`src/rtl/shdw_pkg.sv`:
```
package shdw_pkg;
  typedef enum logic [3:0] {
    CLS_NOP  = 4'd0,
    CLS_ALU  = 4'd1,
    CLS_LD   = 4'd2,
    CLS_LDI  = 4'd3,
    CLS_ST   = 4'd4,
    CLS_STI  = 4'd5,
    CLS_BR   = 4'd6,
    CLS_JMP  = 4'd7,
    CLS_JSR  = 4'd8,
    CLS_JSRR = 4'd9,
    CLS_TRAP = 4'd10,
    CLS_RTI  = 4'd11
  } cls_e;

  typedef enum logic [3:0] {
    ERR_NONE     = 4'd0,
    ERR_PC_CUR   = 4'd1,
    ERR_MEM_ADDR = 4'd2,
    ERR_JMP_ADDR = 4'd3,
    ERR_SR_ADDR  = 4'd4,
    ERR_PSR_SET  = 4'd5,
    ERR_REG_SET  = 4'd6,
    ERR_MEM_SET  = 4'd7,
    ERR_IO_SET   = 4'd8,
    ERR_PC_NEXT  = 4'd9
  } err_e;
endpackage

```
`src/rtl/shdw_rule.sv`:
```
module shdw_rule
  import shdw_pkg::*;
#(
  parameter int unsigned N_REGS    = 8,
  parameter int unsigned ADDR_W    = 16,
  parameter int unsigned IO_BASE   = 'hFE00,
  parameter int unsigned STACK_REG = 6,
  parameter int unsigned LINK_REG  = 7,
  localparam int unsigned REG_W    = $clog2(N_REGS)
) (
  input  logic              req_valid_i,
  input  logic              strict_i,
  input  cls_e              cls_i,
  input  logic [REG_W-1:0]  dst_i,
  input  logic [REG_W-1:0]  src_a_i,
  input  logic [REG_W-1:0]  src_b_i,
  input  logic              src_b_en_i,
  input  logic              const_res_i,
  input  logic [REG_W-1:0]  base_i,
  input  logic              base_used_i,
  input  logic [ADDR_W-1:0] ea_i,
  input  logic              fetch_init_i,
  input  logic              mem_init_i,
  input  logic              ptr_init_i,
  input  logic              psr_init_i,
  input  logic              taken_i,
  input  logic              npc_init_i,
  input  logic [N_REGS-1:0] reg_sh_i,
  input  logic              in_range_i,
  output err_e              code_o,
  output logic              reg_we_o,
  output logic [REG_W-1:0]  reg_waddr_o,
  output logic              reg_wdata_o,
  output logic              mem_we_o,
  output logic              mem_val_o
);
  localparam logic [ADDR_W-1:0] IO_LO = ADDR_W'(IO_BASE);

  logic a_ok, b_ok, base_ok, is_io, exempt, is_ld, is_st, is_ldst, is_ind, xfer, alu_val, commit;
  err_e chk;

  always_comb begin
    a_ok    = reg_sh_i[src_a_i];
    b_ok    = src_b_en_i ? reg_sh_i[src_b_i] : 1'b1;
    base_ok = reg_sh_i[base_i];
    is_io   = ea_i >= IO_LO;
    exempt  = (base_used_i && base_i == REG_W'(STACK_REG)) || in_range_i;
    is_ld   = cls_i == CLS_LD || cls_i == CLS_LDI;
    is_st   = cls_i == CLS_ST || cls_i == CLS_STI;
    is_ldst = cls_i == CLS_LD || cls_i == CLS_ST;
    is_ind  = cls_i == CLS_LDI || cls_i == CLS_STI;
    xfer    = (cls_i == CLS_BR && taken_i) || cls_i == CLS_JMP || cls_i == CLS_JSR ||
              cls_i == CLS_JSRR || cls_i == CLS_TRAP || cls_i == CLS_RTI;
    alu_val = const_res_i | (a_ok & b_ok);

    // fixed priority: fetch, address/target, value, next PC
    if (!fetch_init_i)                                          chk = ERR_PC_CUR;
    else if ((is_ldst && base_used_i && !base_ok) || (is_ind && !ptr_init_i))
                                                                chk = ERR_MEM_ADDR;
    else if (cls_i == CLS_JMP && !base_ok)                      chk = ERR_JMP_ADDR;
    else if ((cls_i == CLS_JSRR && !base_ok) || (cls_i == CLS_TRAP && !ptr_init_i))
                                                                chk = ERR_SR_ADDR;
    else if (cls_i == CLS_RTI && !psr_init_i)                   chk = ERR_PSR_SET;
    else if ((cls_i == CLS_ALU && !alu_val) || (is_ld && !mem_init_i && !exempt))
                                                                chk = ERR_REG_SET;
    else if (is_st && !a_ok && is_io)                           chk = ERR_IO_SET;
    else if (is_st && !a_ok && !exempt)                         chk = ERR_MEM_SET;
    else if (xfer && !npc_init_i)                               chk = ERR_PC_NEXT;
    else                                                        chk = ERR_NONE;

    code_o = (req_valid_i && strict_i) ? chk : ERR_NONE;
    commit = req_valid_i && code_o == ERR_NONE;

    reg_we_o    = 1'b0;
    reg_waddr_o = dst_i;
    reg_wdata_o = 1'b0;
    if (cls_i == CLS_ALU) begin
      reg_we_o    = commit;
      reg_wdata_o = alu_val;
    end else if (is_ld) begin
      reg_we_o    = commit;
      reg_wdata_o = mem_init_i;
    end else if (cls_i == CLS_JSR || cls_i == CLS_JSRR || cls_i == CLS_TRAP) begin
      reg_we_o    = commit;
      reg_waddr_o = REG_W'(LINK_REG);
      reg_wdata_o = 1'b1;
    end

    mem_we_o  = commit && is_st && !is_io;
    mem_val_o = a_ok;
  end
endmodule

```
`config.mk`:
```
export PLATFORM = sky130hd
export DESIGN_NAME = shdw_rule
export DESIGN_NICKNAME = d
export VERILOG_FILES = /design/src/rtl/shdw_pkg.sv /design/src/rtl/shdw_rule.sv
export SDC_FILE = /design/constraint.sdc
export NUM_CORES = 1
export LEC_CHECK = 0
export ABC_AREA = 1
export ABC_CLOCK_PERIOD_IN_PS = 1250
export BUFFER_PORTS_ARGS = -buffer_cell sky130_fd_sc_hd__buf_2
export CORE_UTILIZATION = 40
export DETAILED_ROUTE_END_ITERATION = 8
export PLACE_DENSITY_LB_ADDON = 0.25
export SLEW_MARGIN = 20
export SYNTH_ARGS = -nofsm -noshare
export SYNTH_HDL_FRONTEND = slang
export SYNTH_SLANG_ARGS = --single-unit
export TNS_END_PERCENT = 50
```
`constraint.sdc`:
```
create_clock -name vclk -period 1.25
set_input_delay 0.0625 -clock vclk [all_inputs]
set_output_delay 0.0625 -clock vclk [all_outputs]
set_load 0.02 [all_outputs]
```
==> out/metrics.yaml, run 1 <==
global_routing:
  overflow: 13
  grt_usage_pct: 56.1
  grt_max_degree: 7
die:
  initial_core_util_pct: 44.3
  io-pin-count: 63
  die_h_um: 43.8
  rows: 14
  die_w_um: 43.8
synthesis:
  synth_area_per_cell_um2: 4.23
  yosysSeqAreaShare_pct: 0
  synth_cell_types: 16
  yosysTopAreaCell: "nand2_1"
  netlist_instances: 165
  synth_compound_gate_area_share_pct: 5.56
  synth-simple-area-share_pct: 71.9
  synth_warnings: 0
  synth_top_area_share_pct: 35.5
  synth.area.top_cells: "nand2_1 35%, inv_1 20%, nand3_1 17%"
  syn-num-nets: 217
  synth.area.mux_share_pct: 0
  synth_top_family_by_area: "simple AND/OR/NAND/NOR gates"
  syn_area_um2: 698
  synth_xor_area_share_pct: 0
  synth_fa_ha_area_share_pct: 0
place:
  place.gp.congestion: 0.812
  hpwl_mm: 2.07
  place_ws_ps: -468
  io_buffers: 54
status:
  error_line: "[ERROR GRT-0232] Routing congestion too high. Check the congestion heatmap in the GUI."
  stop_stage: "global routing (5_1_grt)"
  status: "aborted with a tool error"
timing:
  postGrtWorstEndpoint: "mem_we_o"
  endpoint_type: "output port"
clock_tree:
  cts_hold_buf: 0
[through the flow]
stage	hold slack [ps]	instance area (um2)	util (%)	TNS (ps)	std cells
2_1_floorplan	273	793	-	-249	165
3_3_place_gp	420	1180	74.9	-1240	248
3_5_place_dp	429	1180	74.9	-1590	248
4_1_cts	432	1350	85.8	-760	250
[repair_timing]
action | CTS
setup buffers | 2
resized for setup | 48
setup endpoints to repair | 6
pin swaps | 22
[per-layer routing]
layer	overflow	global-route usage, %
met5	0	0
met2	8	83.6
met3	0	31.3
met1	0	52.1
met4	5	58.1
[cells in the mapped netlist]
library cell	instances
a21oi_1	3
nor2_2	1
nand2_2	2
inv_2	4
o21a_1	1
nor3_1	4
nand3b_1	1
nand2_1	66
o21bai_1	1
nand3_2	1
nand3_1	24
nor4_1	1
a21oi_2	1
nor2_1	14
inv_1	38
nand4_1	3
[cell families after synthesis]
kind of cell,Yosys count
AOI/OAI and AO/OA,6
buffers and inverters,42
and+or+nand+nor,117
==> run 2, diff against run 1 <==
--- a/config.mk
+++ b/config.mk
@@ -8,9 +8,10 @@
 export ABC_AREA = 1
 export ABC_CLOCK_PERIOD_IN_PS = 1250
 export BUFFER_PORTS_ARGS = -buffer_cell sky130_fd_sc_hd__buf_2
-export CORE_UTILIZATION = 40
+export CORE_AREA = 2 2 63 65
 export DETAILED_ROUTE_END_ITERATION = 8
-export PLACE_DENSITY_LB_ADDON = 0.25
+export DIE_AREA = 0 0 65 67
+export PLACE_DENSITY_LB_ADDON = 0.15
 export SLEW_MARGIN = 20
 export SYNTH_ARGS = -nofsm -noshare
 export SYNTH_HDL_FRONTEND = slang
==> out/metrics.yaml, run 2 <==
layout:
  drive_gt1_share_pct: 58.3
  regArea_um2: 0
  final_common_cell: "nand2_1"
  antennaDiodeCount: 0
  nFillCells: 394
  area_growth_pct: 127
  final_cell_mix: "48 x nand2_1, 34 x buf_2, 25 x inv_1, 24 x buf_4"
  nets: 296
  multi_input_area_um2: 736
  seq_cells: 0
  clockBufferCount: 0
  utilization_pct: 43.9
critical_path:
  critical_path_class: "in -> out"
  worstPathRequired_ps: 1190
  path_cells: "buf_2 > nor2_2 > nand2_1 > nand2_1 > nand2_1 > nor2_1 > nand2_1 > nand4_1 > nor2_1 > nand2_1 > nand3_2 > nor2_4 > nand2_4 > nor2_4 > buf_6"
  cp.arrival_ps: 1470
  crit_top_cell: "nand2_1"
  crit_buf_inv: 2
  slowest_stage: "nor2_4"
  crit_path_end_kind: "output pin"
  slowest_delay_ps: 140
  critPathTopFamily: "simple AND/OR/NAND/NOR gates"
  crit_fanout: 3
  cp-start-kind: "input pin"
global_routing:
  use_met1_pct: 15.1
  grt_busiest_layer: "met2"
  grt_usage_pct: 12.2
  grt_use_met2_pct: 23.8
  antenna_found_initial: 0
  overflow: 0
  grt_pass1_wl_mm: 4.42
  grt_max_degree: 7
  grt_pass1_vias: 1107
  grt_use_met3_pct: 0.338
clock_tree:
  cts_hold_buf: 0  # unchanged
synthesis:
  synthMostInstantiatedCell: "nand2_1"
  synth_warnings: 0  # unchanged
  synth_area_per_cell_um2: 4.23  # unchanged
  synth_top_area_share_pct: 35.5  # unchanged
  synthTopCellsByCount: "66 x nand2_1, 38 x inv_1, 24 x nand3_1, 14 x nor2_1"
  yosysSeqAreaShare_pct: 0  # unchanged
  netlist_instances: 165  # unchanged
  syn-num-nets: 217  # unchanged
  yosysTopAreaCell: "nand2_1"
  synth.area.top_cells: "nand2_1 35%, inv_1 20%, nand3_1 17%"
  syn_area_um2: 698  # unchanged
  synth_cell_types: 16  # unchanged
timing:
  rsz0062_at_grt: "true"
  hold_ws_ps: 422
  hold_viol: 0
  fin_crit_sh_pct: 122
  fin_crit_ps: 1530
  fin_ws_ps: -279
  finalMaxSlewViolations: 0
  max_slew_margin_pct: 82.9
  tightestPinTransition_ps: 255
  finalSetupViolCount: 6
  fmax_mhz: 654
place:
  place.gp.congestion: 0.764  # -6.0%
  hpwl_mm: 2.29  # +11%
  place_ws_ps: -440  # +27.4 ps
  io_buffers: 54  # unchanged
power:
  power_density_nw_per_um2: 306
  p_leak_nw: 0.926
  peakVddDrop_mv: 0.107
status:
  status: "finished with violations"
  violations: "negative setup slack"
hold_path:
  hold_end: "reg_waddr_o[2]"
  holdCritStartpoint: "dst_i[2]"
  hold_path_depth: 4
  hold_path.class: "in -> out"
die:
  core_um2: 3610
  io-pin-count: 63  # unchanged
  rows: 22  # +8
  initial_core_util_pct: 19.4  # -25 points
  fp.dieArea_um2: 4360
  die_h_um: 67  # +53%
  die_w_um: 65  # +48%
routing:
  dr.pass1.iters: 2
  wl_per_cell_um: 9.45
  drc: 0
  finalWirelength_mm: 2.74
  drt_iter0_markers: 18
  vias: 1194
  viasPerCell: 4.12
  ant_nets: 0
flow_run:
  drv_cap: 0
[run 2: cell counts after synthesis]
Identical to the previous run, type by type.
[run 2: power breakdown]
part / total (W) / switching [W] / internal, W / leakage, nW
combinational: 0.000484 / 0.000255 / 0.000229 / 0.926
clock: 0 / 0 / 0 / 0
sequential: 0 / 0 / 0 / 0
total: 0.000484 / 0.000255 / 0.000229 / 0.926
[run 2: cell families after synthesis]
kind of cell | count (synthesis) | share of synthesized area [%]
and+or+nand+nor | 117 | 71.9
AOI/OAI and AO/OA | 6 | 5.56
buffers and inverters | 42 | 22.6
[run 2: repair_timing]
action,in CTS,in global routing
buffers inserted,3,0
gates cloned,0,0
pin swaps,28,17
setup endpoints to repair,6,6
gates resized for setup,57,27
[run 2: worst max-delay path by stage]
stage	from	to	cells past startpoint
after global placement	src_a_i[0]	mem_we_o	15
after floorplan	reg_sh_i[0]	mem_we_o	13
after detailed placement	src_a_i[0]	mem_we_o	15
after global routing	cls_i[2]	reg_we_o	15
final	cls_i[2]	reg_we_o	15
after CTS	src_a_i[0]	mem_we_o	15
[run 2: layer usage]
layer  part of all wire [%]  vias up  routed length (um)
met5                      0        -                   0
met4                    1.5        0                  40
met3                    4.0        4                 109
met2                     50       33                1380
met1                     44      500                1210
li1                       -      657                   -
[run 2: layout make-up]
| cell class | instances | share of cell area, % |
|---|---|---|
| Multi-Input combinational cell | 123 | 46.5 |
| Timing Repair Buffer | 77 | 36.2 |
| Inverter | 42 | 13.4 |
| Tap cell | 48 | 3.80 |
[run 2: through the flow]
stage / cells / power [W] / setup TNS (ps) / cell area, um2
4_1_cts: 290 / 0.000452 / -1150 / 1480
3_3_place_gp: 287 / 0.000386 / -1820 / 1270
2_1_floorplan: 165 / 0.000202 / -249 / 793
3_5_place_dp: 287 / 0.000383 / -1710 / 1270
6_report: 290 / 0.000484 / -1170 / 1580
5_1_grt: 290 / 0.000535 / -1990 / 1580
No activity file was read; power rests on OpenSTA's default activity.
==> run 3, diff against run 2 <==
--- a/config.mk
+++ b/config.mk
@@ -6,7 +6,7 @@
 export NUM_CORES = 1
 export LEC_CHECK = 0
 export ABC_AREA = 1
-export ABC_CLOCK_PERIOD_IN_PS = 1250
+export ABC_CLOCK_PERIOD_IN_PS = 1390
 export BUFFER_PORTS_ARGS = -buffer_cell sky130_fd_sc_hd__buf_2
 export CORE_AREA = 2 2 63 65
 export DETAILED_ROUTE_END_ITERATION = 8
==> constraint.sdc (replaced) <==
create_clock -name vclk -period 1.39
set_input_delay 0.0695 -clock vclk [all_inputs]
set_output_delay 0.0695 -clock vclk [all_outputs]
set_load 0.02 [all_outputs]
==> out/metrics.yaml, run 3 (synthesis results as in run 2) <==
power:
  p_sw_w: 0.000227  # -11%
  power.internal_w: 0.000199  # -13%
  pwr-share-comb_pct: 100.0  # about the same
  swShare_pct: 53.3  # +0.66 points
  p_clk_share_pct: 0  # unchanged
  p_leak_nw: 0.901  # -2.7%
  power_density_nw_per_um2: 276  # -9.9%
  power_w: 0.000425  # -12%
  seqPwrFrac_pct: 0  # unchanged
  peakVddDrop_mv: 0.104  # -3.0%
place:
  hpwl_mm: 2.28  # -0.77%
  placed_cells: 285  # -0.70%
  place.gp.congestion: 0.725  # -5.1%
  io_buffers: 54  # unchanged
  place_ws_ps: -311  # +129 ps
routing:
  vias: 1189  # -0.42%
  ant_nets: 0  # unchanged
  wl_per_cell_um: 9.38  # -0.71%
  drc: 0  # unchanged
  dr.pass1.iters: 4  # +2
  drt_iter0_markers: 11  # -7
  finalWirelength_mm: 2.68  # -2.1%
  viasPerCell: 4.16  # +0.97%
timing:
  tightestPinTransition_ps: 231  # -23.4 ps
  fin_crit_ps: 1530
  fin_crit_sh_pct: 110
  rsz0062_at_grt: "true"
  hold_ws_ps: 437  # +14.8 ps
  hold_viol: 0  # unchanged
  fmax_mhz: 652
  max_slew_margin_pct: 84.5  # +1.5 points
  finalSetupViolCount: 3  # -3
  fin_ws_ps: -143  # +136 ps
  finalMaxSlewViolations: 0  # unchanged
critical_path:
  critical_path_class: "in -> out"
  slowest_stage: "o21a_4"
  crit_buf_inv: 2  # unchanged
  cp-start-kind: "input pin"
  slowest_delay_ps: 220  # +80 ps
  cp.arrival_ps: 1460  # about the same
  crit_fanout: 5  # +2
  worstPathRequired_ps: 1320  # +130 ps
  critPathTopFamily: "simple AND/OR/NAND/NOR gates"
  path_cells: "buf_12 > nand2_2 > nand3_2 > nand2_1 > nand2_1 > nand2_2 > nand2_2 > a21oi_2 > nand2_1 > o21a_4 > nor2_4 > nand2_4 > nor2_4 > buf_6"
  crit_path_end_kind: "output pin"
clock_tree:
  cts_hold_buf: 0  # unchanged
global_routing:
  antenna_found_initial: 0  # unchanged
  overflow: 0  # unchanged
  grt_max_degree: 7  # unchanged
  grt_pass1_wl_mm: 4.32  # -2.3%
  grt_pass1_vias: 1094  # -1.2%
  grt_usage_pct: 11.9  # -0.36 points
layout:
  seq_cells: 0  # unchanged
  antennaDiodeCount: 0  # unchanged
  area_growth_pct: 121
  drive_gt1_share_pct: 58.4  # +0.14 points
  final_cell_mix: "45 x nand2_1, 33 x buf_2, 23 x inv_1, 21 x buf_4, 20 x nand2_2"
  clockBufferCount: 0  # unchanged
  final_cells: 286  # -1.4%
  final_common_cell: "nand2_1"
  regArea_um2: 0  # unchanged
  nets: 292  # -1.4%
die:
  die_h_um: 67  # unchanged
  die_w_um: 65  # unchanged
  fp.dieArea_um2: 4360  # unchanged
  initial_core_util_pct: 19.4  # unchanged
  rows: 22  # unchanged
  io-pin-count: 63  # unchanged
  core_um2: 3610  # unchanged
status:
  violations: "negative setup slack"
  status: "finished with violations"
flow_run:
  drv_cap: 0  # unchanged
hold_path:
  hold_path.class: "in -> out"
==> run 3: worst paths after layout <==
kind,from,end,slack [ps],cells after the start
max,src_a_i[0],mem_we_o,-140,14
min,dst_i[2],reg_waddr_o[2],440,4
==> run 3: per-stage QoR <==
step                util [%]  setup TNS, ps  cell area (um2)
global route            42.7           -934             1540
detailed placement      34.9           -940             1260
floorplan                  -          -10.1              793
finish                  42.7           -330             1540
global placement        34.9          -1030             1260
CTS                     39.3           -315             1420
==> run 3: power groups by stage <==
stage | Combinational [W] | Clock [W] | Sequential, W
floorplan | 0.000182 | 0 | 0
global placement | 0.000343 | 0 | 0
detailed placement | 0.000341 | 0 | 0
CTS | 0.000390 | 0 | 0
global route | 0.000468 | 0 | 0
finish | 0.000425 | 0 | 0
==> run 3: area by class of cell <==
class	count	area [um2]
inverter	42	210
timing repair buffer	73	546
fill	394	2060
tap	48	60.1
multi-input combinational	123	726
==> run 3: per-layer routing <==
| metal | GRT usage, % | share of wire, % | up-vias |
|---|---|---|---|
| met5 | 0 | 0 | - |
| met4 | 0 | 0 | 0 |
| met3 | 0.676 | 5.5 | 0 |
| met2 | 23.3 | 53 | 29 |
| met1 | 14.9 | 42 | 509 |
| li1 | - | - | 651 |
==> run 3: repair_timing <==
| item | 4_1_cts | 5_1_grt |
|---|---|---|
| setup buffers | 1 | 0 |
| gates resized for setup | 48 | 37 |
| endpoints found under the setup margin | 5 | 6 |
| endpoints found under the hold margin | 0 | 0 |
| pin swaps | 26 | 23 |
==> run 4, diff against run 3 <==
--- a/config.mk
+++ b/config.mk
@@ -5,12 +5,13 @@
 export SDC_FILE = /design/constraint.sdc
 export NUM_CORES = 1
 export LEC_CHECK = 0
-export ABC_AREA = 1
+export ABC_AREA = 0
 export ABC_CLOCK_PERIOD_IN_PS = 1390
 export BUFFER_PORTS_ARGS = -buffer_cell sky130_fd_sc_hd__buf_2
 export CORE_AREA = 2 2 63 65
 export DETAILED_ROUTE_END_ITERATION = 8
 export DIE_AREA = 0 0 65 67
+export GPL_ROUTABILITY_DRIVEN = 0
 export PLACE_DENSITY_LB_ADDON = 0.15
 export SLEW_MARGIN = 20
 export SYNTH_ARGS = -nofsm -noshare
==> out/metrics.yaml, run 4 <==
place:
  place_ws_ps: -562  # -251 ps
  io_buffers: 54  # unchanged
  hpwl_mm: 2.34  # +2.9%
  placed_cell_area_um2: 1230  # -2.0%
  placed_cells: 214  # -25%
layout:
  drive_gt1_share_pct: 63.5  # +5.1 points
  final_common_cell: "buf_2"
  nFillCells: 390  # -1.0%
  area_growth_pct: 90.0
  final_cells: 215  # -25%
  clockBufferCount: 0  # unchanged
  fin_area_um2: 1360  # -12%
  regArea_um2: 0  # unchanged
  seq_cells: 0  # unchanged
  antennaDiodeCount: 0  # unchanged
  nets: 221  # -24%
  final_cell_mix: "45 x buf_2, 26 x buf_4, 9 x mux2i_1, 8 x nand2_1"
global_routing:
  grt_usage_pct: 11.7  # -0.20 points
  grt_pass1_vias: 963  # -12%
  antenna_found_initial: 0  # unchanged
  grt_pass1_wl_mm: 4.18  # -3.2%
  grt_max_degree: 11  # +4
  overflow: 0  # unchanged
power:
  power_w: 0.000435  # +2.4%
  seqPwrFrac_pct: 0  # unchanged
  p_sw_w: 0.000211  # -7.1%
  pwr-share-comb_pct: 100.0  # about the same
  swShare_pct: 48.4  # -4.9 points
  p_clk_share_pct: 0  # unchanged
  peakVddDrop_mv: 0.110  # +6.1%
  p_leak_nw: 0.604  # -33%
  power_density_nw_per_um2: 320  # +16%
  power.internal_w: 0.000225  # +13%
routing:
  dr.pass1.iters: 4  # unchanged
  wl_per_cell_um: 12.7  # +35%
  vias: 1022  # -14%
  ant_nets: 0  # unchanged
  finalWirelength_mm: 2.73  # +1.5%
  viasPerCell: 4.75  # +14%
  drc: 0  # unchanged
  drt_iter0_markers: 20  # +9
die:
  initial_core_util_pct: 19.8  # +0.49 points
  die_h_um: 67  # unchanged
  fp.dieArea_um2: 4360  # unchanged
  die_w_um: 65  # unchanged
  io-pin-count: 63  # unchanged
  core_um2: 3610  # unchanged
  rows: 22  # unchanged
critical_path:
  cp.arrival_ps: 1800  # +340 ps
  critPathTopFamily: "simple AND/OR/NAND/NOR gates"
  path_cells: "buf_8 > mux2i_1 > mux4_2 > inv_4 > or3_4 > and4b_1 > a32oi_2 > nor4_4 > buf_4"
  cp-start-kind: "input pin"
  slowest_stage: "or3_4"
  crit_buf_inv: 3  # +1
  critical_path_class: "in -> out"
  crit_fanout: 4  # -1
  crit_path_end_kind: "output pin"
  worstPathRequired_ps: 1320  # about the same
  slowest_delay_ps: 380  # +160 ps
synthesis:
  synth_warnings: 0  # unchanged
  yosysTopAreaCell: "mux2i_1"
  synthMostInstantiatedCell: "mux2i_1"
  syn_area_um2: 716  # +2.5%
  yosysSeqAreaShare_pct: 0  # unchanged
  netlist_instances: 97  # -41%
  synthTopCellsByCount: "9 x mux2i_1, 8 x nand2_1, 5 x a21oi_1, 5 x nand3_1, 5 x nor2_1"
  synth.area.top_cells: "mux2i_1 13%, mux4_2 9.4%, nand2_1 4.2%"
  synth_top_area_share_pct: 12.6  # -23 points
  syn-num-nets: 149  # -31%
  synth_cell_types: 48  # +32
  synth_area_per_cell_um2: 7.38  # +74%
timing:
  rsz0062_at_grt: "true"
  max_slew_margin_pct: 74.6  # -9.9 points
  fmax_mhz: 535  # -18%
  finalSetupViolCount: 7  # +4
  fin_ws_ps: -477  # -334 ps
  fin_crit_ps: 1870  # +334 ps
  tightestPinTransition_ps: 378  # +147 ps
  fin_crit_sh_pct: 134  # +24 points
  tns_ps: -2110  # -1780 ps
  finalMaxSlewViolations: 0  # unchanged
  hold_viol: 0  # unchanged
hold_path:
  holdCritStartpoint: "dst_i[0]"
  hold_path_depth: 3  # -1
  hold_path.class: "in -> out"
  hold_end: "reg_waddr_o[0]"
flow_run:
  drv_cap: 0  # unchanged
status:
  status: "finished with violations"
  violations: "negative setup slack"
-- run 4: repair_timing --
item,in CTS,in global routing
pin swaps,5,5
hold buffers,0,0
resized for setup,14,13
endpoints found under the setup margin,7,7
setup buffers,1,0
-- run 4: logic make-up (layout without fill, tap and decap cells) --
| logic type | after synthesis | in the layout | share of synthesized area, % |
|---|---|---|---|
| buf+inv | 10 | 80 | 8.04 |
| mux | 12 | 12 | 22.0 |
| simple gates | 49 | 49 | 41.4 |
| compound gates | 25 | 25 | 27.3 |
| xor+xnor | 1 | 1 | 1.22 |
-- run 4: worst max path at each step --
stage / start / to / slack [ps] / cells past startpoint
global route: src_a_i[0] / mem_we_o / -540 / 9
CTS: src_a_i[0] / reg_we_o / -520 / 9
finish: src_a_i[0] / reg_we_o / -480 / 9
floorplan: src_a_i[0] / reg_we_o / -410 / 8
global placement: base_i[0] / reg_we_o / -510 / 8
detailed placement: src_a_i[0] / reg_we_o / -560 / 9
-- run 4: layout make-up --
type	instances	area [um2]	area share, %
timing repair buffer	76	489	36.0
tap	48	60.1	4.42
multi-input combinational	87	793	58.3
inverter	4	17.5	1.29
-- run 4: stage by stage --
step	utilization, %	hold slack (ps)
finish	37.7	445
global route	37.7	466
CTS	35.7	446
detailed placement	34.2	446
global placement	34.2	438
floorplan	-	307
-- run 4: power groups by stage --
stage,Combinational [W],Sequential (W),Clock [W]
floorplan,0.000216,0,0
global placement,0.000382,0,0
detailed placement,0.000388,0,0
CTS,0.000408,0,0
global route,0.000465,0,0
finish,0.000435,0,0
-- run 4: per-layer routing --
layer / wire length (um) / vias to the layer above / GRT usage, %
met3: 172 / 0 / 1.18
met2: 1280 / 36 / 20.6
met4: 0 / 0 / 0
met5: 0 / - / 0
li1: - / 519 / -
met1: 1280 / 467 / 16.2
